--- config.mk ---
export PLATFORM = sky130hd
export DESIGN_NAME = tod_alarm_match
export DESIGN_NICKNAME = d
export VERILOG_FILES = /design/src/rtl/tod_alarm_pkg.sv /design/src/rtl/alarm_regs.sv /design/src/rtl/alarm_cmp.sv /design/src/rtl/alarm_flag.sv /design/src/rtl/tod_alarm_match.sv
export SDC_FILE = /design/constraint.sdc
export NUM_CORES = 1
export LEC_CHECK = 0
export CORE_MARGIN = 10
export CORE_UTILIZATION = 48
export CTS_BUF_LIST = sky130_fd_sc_hd__clkbuf_2 sky130_fd_sc_hd__clkbuf_4 sky130_fd_sc_hd__clkbuf_8
export DETAILED_ROUTE_END_ITERATION = 10
export PLACE_DENSITY = 0.92
export SETUP_SLACK_MARGIN = 0.15
export SLEW_MARGIN = 40
export SYNTH_ARGS = -nofsm -noshare
export SYNTH_HDL_FRONTEND = slang
export SYNTH_SLANG_ARGS = --single-unit
--- constraint.sdc ---
create_clock -name clk -period 3.1 [get_ports clk]
set_input_delay 0.62 -clock clk [delete_from_list [all_inputs] [get_ports clk]]
set_output_delay 0.62 -clock clk [all_outputs]
set_load 0.03 [all_outputs]
--- src/rtl/tod_alarm_pkg.sv ---
package tod_alarm_pkg;
  localparam int REG_W      = 8;
  localparam int FIELD_W    = 7;
  localparam int NUM_FIELDS = 4;
  localparam int ADDR_W     = 7;
  localparam int MASK_BIT   = REG_W - 1;

  // Field order is also the address order from the alarm base upward.
  typedef enum int {
    FLD_SEC  = 0,
    FLD_MIN  = 1,
    FLD_HOUR = 2,
    FLD_DAY  = 3
  } field_e;

  localparam logic [ADDR_W-1:0] ADDR_ALM_BASE = 7'h07;
  localparam logic [ADDR_W-1:0] ADDR_CTRL     = 7'h0B;
  localparam logic [ADDR_W-1:0] ADDR_STAT     = 7'h0C;
endpackage

--- src/rtl/alarm_regs.sv ---
module alarm_regs
  import tod_alarm_pkg::*;
(
  input  logic                                clk,
  input  logic                                rst_n,
  input  logic                                wr_en,
  input  logic [ADDR_W-1:0]                   wr_addr,
  input  logic [REG_W-1:0]                    wr_data,
  input  logic [ADDR_W-1:0]                   rd_addr,
  input  logic                                flag_i,
  output logic [NUM_FIELDS-1:0][REG_W-1:0]    alarm_o,
  output logic                                aie_o,
  output logic [REG_W-1:0]                    rd_data
);
  logic [REG_W-1:0] alm_q [NUM_FIELDS];
  logic             aie_q;

  for (genvar i = 0; i < NUM_FIELDS; i++) begin : g_alm
    localparam logic [ADDR_W-1:0] MY_ADDR = ADDR_ALM_BASE + ADDR_W'(i);
    always_ff @(posedge clk) begin
      if (!rst_n)
        alm_q[i] <= '0;
      else if (wr_en && (wr_addr == MY_ADDR))
        alm_q[i] <= wr_data;
    end
    assign alarm_o[i] = alm_q[i];
  end

  always_ff @(posedge clk) begin
    if (!rst_n)
      aie_q <= 1'b0;
    else if (wr_en && (wr_addr == ADDR_CTRL))
      aie_q <= wr_data[0];
  end
  assign aie_o = aie_q;

  always_comb begin
    rd_data = '0;
    for (int i = 0; i < NUM_FIELDS; i++) begin
      if (rd_addr == ADDR_ALM_BASE + ADDR_W'(i))
        rd_data = alm_q[i];
    end
    if (rd_addr == ADDR_CTRL) rd_data = {{(REG_W-1){1'b0}}, aie_q};
    if (rd_addr == ADDR_STAT) rd_data = {{(REG_W-1){1'b0}}, flag_i};
  end
endmodule

--- src/rtl/alarm_cmp.sv ---
module alarm_cmp
  import tod_alarm_pkg::*;
(
  input  logic [NUM_FIELDS-1:0][REG_W-1:0]   alarm_i,
  input  logic [NUM_FIELDS-1:0][FIELD_W-1:0] time_i,
  output logic [NUM_FIELDS-1:0]              mask_o,
  output logic                               hit_o
);
  logic [NUM_FIELDS-1:0] fld_ok;

  for (genvar i = 0; i < NUM_FIELDS; i++) begin : g_fld
    assign mask_o[i] = alarm_i[i][MASK_BIT];
    assign fld_ok[i] = mask_o[i] | (alarm_i[i][FIELD_W-1:0] == time_i[i]);
  end

  assign hit_o = &fld_ok;
endmodule

--- src/rtl/alarm_flag.sv ---
module alarm_flag (
  input  logic clk,
  input  logic rst_n,
  input  logic set_i,
  input  logic clr_i,
  input  logic aie_i,
  output logic flag_o,
  output logic irq_n_o
);
  logic flag_q;

  always_ff @(posedge clk) begin
    if (!rst_n)
      flag_q <= 1'b0;
    else
      flag_q <= set_i | (flag_q & ~clr_i);
  end

  assign flag_o  = flag_q;
  assign irq_n_o = ~(flag_q & aie_i);

  a_r8_sticky_until_clear: assert property (@(posedge clk) disable iff (!rst_n)
    ($past(flag_q) && !$past(clr_i)) |-> flag_q);

  a_r8_set_beats_clear: assert property (@(posedge clk) disable iff (!rst_n)
    set_i |=> flag_q);
endmodule

--- src/rtl/tod_alarm_match.sv ---
module tod_alarm_match
  import tod_alarm_pkg::*;
(
  input  logic              clk,
  input  logic              rst_n,
  input  logic              tick,
  input  logic [6:0]        sec_in,
  input  logic [6:0]        min_in,
  input  logic [6:0]        hour_in,
  input  logic [6:0]        day_in,
  input  logic              host_wr,
  input  logic [6:0]        host_waddr,
  input  logic [7:0]        host_wdata,
  input  logic [6:0]        host_raddr,
  output logic [7:0]        host_rdata,
  input  logic              irq_clr,
  output logic              irq_flag,
  output logic              irq_n
);
  logic [NUM_FIELDS-1:0][REG_W-1:0]   alarm;
  logic [NUM_FIELDS-1:0][FIELD_W-1:0] now;
  logic [NUM_FIELDS-1:0]              mask;
  logic                               aie;
  logic                               hit;

  assign now[FLD_SEC]  = sec_in;
  assign now[FLD_MIN]  = min_in;
  assign now[FLD_HOUR] = hour_in;
  assign now[FLD_DAY]  = day_in;

  alarm_regs u_regs (
    .clk     (clk),
    .rst_n   (rst_n),
    .wr_en   (host_wr),
    .wr_addr (host_waddr),
    .wr_data (host_wdata),
    .rd_addr (host_raddr),
    .flag_i  (irq_flag),
    .alarm_o (alarm),
    .aie_o   (aie),
    .rd_data (host_rdata)
  );

  alarm_cmp u_cmp (
    .alarm_i (alarm),
    .time_i  (now),
    .mask_o  (mask),
    .hit_o   (hit)
  );

  alarm_flag u_flag (
    .clk     (clk),
    .rst_n   (rst_n),
    .set_i   (tick & hit),
    .clr_i   (irq_clr),
    .aie_i   (aie),
    .flag_o  (irq_flag),
    .irq_n_o (irq_n)
  );

  a_r7_rise_only_on_tick: assert property (@(posedge clk) disable iff (!rst_n)
    $rose(irq_flag) |-> $past(tick));

  a_r6_all_masked_fires: assert property (@(posedge clk) disable iff (!rst_n)
    (tick && (&mask)) |=> irq_flag);

  a_r9_disabled_pin_high: assert property (@(posedge clk) disable iff (!rst_n)
    !aie |-> irq_n);
endmodule

==> run summary <==
Status - complete, no violations
Leak - 1.09 nW
Startpoint types - input pin
Util after Layout - 0.725
Mapped Avg Cell Area - 11.0 µm²
Relative slew slack - 0.610
Clk_lat worst skew - 0.29 ns
Net Sw Frac - 0.229
Fill count - 282
GPL Wtd Cong - 0.870
Post-CTS Hold Fix Bufs - 0
Seq pwr share - 0.527
DR vias - 1749
Final Hold Fails - 0
IO Count - 65
Routed wire per std cell - 19.1 µm
Final Cycle Share - 0.930
DR pass1 iterations - 4
Clock sinks - 34
Max Clk Rate - 347 MHz
PwrDens - 356 nW/µm²
TritonCTS clock tree - built
#FFs+latches synth - 34
RSZ-0062 raised after global routing - no
P_int - 0.800 mW
Final HPWL DP - 4790 µm
Clock buffer depth - 2
Pwr Total - 1.04 mW
Area Overhead vs Synth - 44.4%
Global route total overflow - 0
Worst setup path startpoint - host_raddr[5]
Min Tclk post-route - 2.88 ns
P_sw - 0.238 mW
Synth cell types - 38
Critical path type - in2out
Die ar. - 7210 µm²
Clock transition at path regs - 0.06 ns
Worst-margin pin slew - 0.584 ns
Die W - 84.9 µm
Post-synthesis sequential area ratio - 0.495
Root Driver - clkbuf_8
Hold_ws - 0.523 ns
Final layout net count - 316
Hold WC Path Type - reg2reg
Crit path required time - 2.48 ns
Final slew viol count - 0
CP max FO - 4
1st-iter DRT viols - 142
Share of post-route cells with drive strength above 1 - 0.164
# rows - 23
Gate power share - 0.166
Syn nets - 239
Total CTS buffers - 5
Antenna Nets Post-Route - 0
Final setup viols - 0
Global Route Usage Sum - 0.165
DRC violations left - 0
Core footprint - 4030 µm²
Element type at the critical path end - primary output
Clock power frac - 0.307
First-pass GRT wire length - 9460 µm
Number of buffers added on ports - 64
FF-to-FF Start - u_regs.alm_q[2][6]
Drt total wl - 5960 µm
Initial antenna violation count - 0
Clock Skew - 0.00707 ns
Vias in the first global route - 1895
Synth warn - 0
Vias per cell - 5.61
H-Tree Depth - 2
Hold Path Origin - u_flag.flag_o
Critical Path AT - 2.26 ns
# Max-Cap Violations - 0
Die height - 84.9 µm
Number of diodes - 0
Synthesized instance count - 184
Worst vdd ir - 210 µV
Largest net degree at the start of global routing - 19
Netlist Area Pre-Place - 2020 µm²
Starting Density - 0.502
[cells in the final DEF (no fill, tap or decap), types with 5 or more instances in the layout]
| cell type | instances |
|---|---|
| a21oi_1 | 5 |
| and2_1 | 24 |
| and3_1 | 9 |
| buf_4 | 20 |
| clkbuf_8 | 5 |
| clkdlybuf4s50_1 | 51 |
| edfxtp_1 | 32 |
| nand2_1 | 9 |
| nor2_1 | 11 |
| nor4_1 | 5 |
| xnor2_1 | 15 |
| xor2_1 | 13 |
[worst paths after layout]
path                    to  slack [ns]  depth (start not counted)
max reg2reg  u_flag.flag_o        1.58                          5
max          host_rdata[4]        0.22                          6
min reg2reg  u_flag.flag_o        0.52                          2
min          u_flag.flag_o        0.52                          2
[area by class of cell]
type                       instances  area (µm²)  share of cell area
sequential                        34        1000               0.343
timing repair buffer              76         711               0.243
clock inverter                     1        3.75             0.00129
tap                               50        62.6              0.0214
clock buffer                       7        83.8              0.0287
multi-input combinational        142        1050               0.360
inverter                           2        7.51             0.00257
[routing by layer]
layer  share of wire  global-route usage  vias up
met5               0                   0        -
met4           0.013              0.0524        0
met3           0.070              0.0574        9
met2            0.51               0.294       73
met1            0.41               0.177      830
li1                -                   -      837
[timing repair]
item | in CTS | in global routing
pin swaps | 3 | 1
setup buffers | 1 | 0
setup endpoints to repair | 8 | 4
gates resized for setup | 12 | 8
[registers in the layout, indices dropped and copies added (netlist names)]
register	cells
u_flag.flag_o	1
u_regs.aie_o	1
u_regs.alm_q	32
[stage by stage]
step	setup slack [ns]	instances	setup TNS, ns	instance area, µm²
2_1_floorplan	0.232	184	0	2020
3_3_place_gp	0.0223	303	0	2770
3_5_place_dp	-0.0178	303	-0.0350	2770
4_1_cts	0.181	312	0	2890
5_1_grt	0.160	312	0	2920
6_report	0.217	312	0	2920
[cell families after synthesis]
logic type,synth area share
AOI/OAI and AO/OA,0.100
xor gates and xnor gates,0.121
buffers and inverters,0.0149
DFF,0.495
muxes,0.0198
and+or+nand+nor,0.249
[worst max-delay path, stage by stage]
cell and delay, ns:
dlygate4sd2_1 0.24, or4b_4 0.52, or4_4 0.47, o22ai_2 0.16
a21oi_1 0.07, buf_4 0.18
[power by group through the flow]
stage | sequential, mW | clock [mW] | combinational (mW)
6_report | 0.547 | 0.319 | 0.172
5_1_grt | 0.548 | 0.344 | 0.185
4_1_cts | 0.546 | 0.324 | 0.171
3_5_place_dp | 0.555 | 0 | 0.169
3_3_place_gp | 0.554 | 0 | 0.165
2_1_floorplan | 0.546 | 0 | 0.0644
[cells in the mapped netlist]
master	n	area, µm²
inv_1	2	7.51
dfxtp_1	2	40.0
o2111ai_1	1	8.76
and4_1	1	8.76
o21ai_0	4	20.0
and3_1	9	56.3
and2_1	24	150
nor4b_4	1	23.8
buf_1	1	3.75
or3b_4	1	11.3
nand3_1	1	5.00
a21oi_1	5	25.0
a31oi_1	2	12.5
nor3b_4	1	18.8
o31ai_1	1	7.51
nor4_1	5	31.3
mux2i_1	4	40.0
nor4b_1	1	8.76
a22oi_1	2	15.0
o22ai_1	6	37.5
a41o_1	1	10.0
clkbuf_1	5	18.8
xor2_1	13	114
nand4_1	3	18.8
xnor2_1	15	131
nor2_1	12	45.0
nor2b_1	2	12.5
o2bb2ai_1	3	26.3
edfxtp_1	32	961
or4b_1	2	20.0
nor3_1	3	15.0
nand2b_1	3	18.8
or2_4	1	8.76
nand4b_1	1	8.76
o32a_1	1	10.0
a221o_1	3	30.0
nand2_1	9	33.8
or4_1	1	7.51
Power figures use the tool's default switching activity.
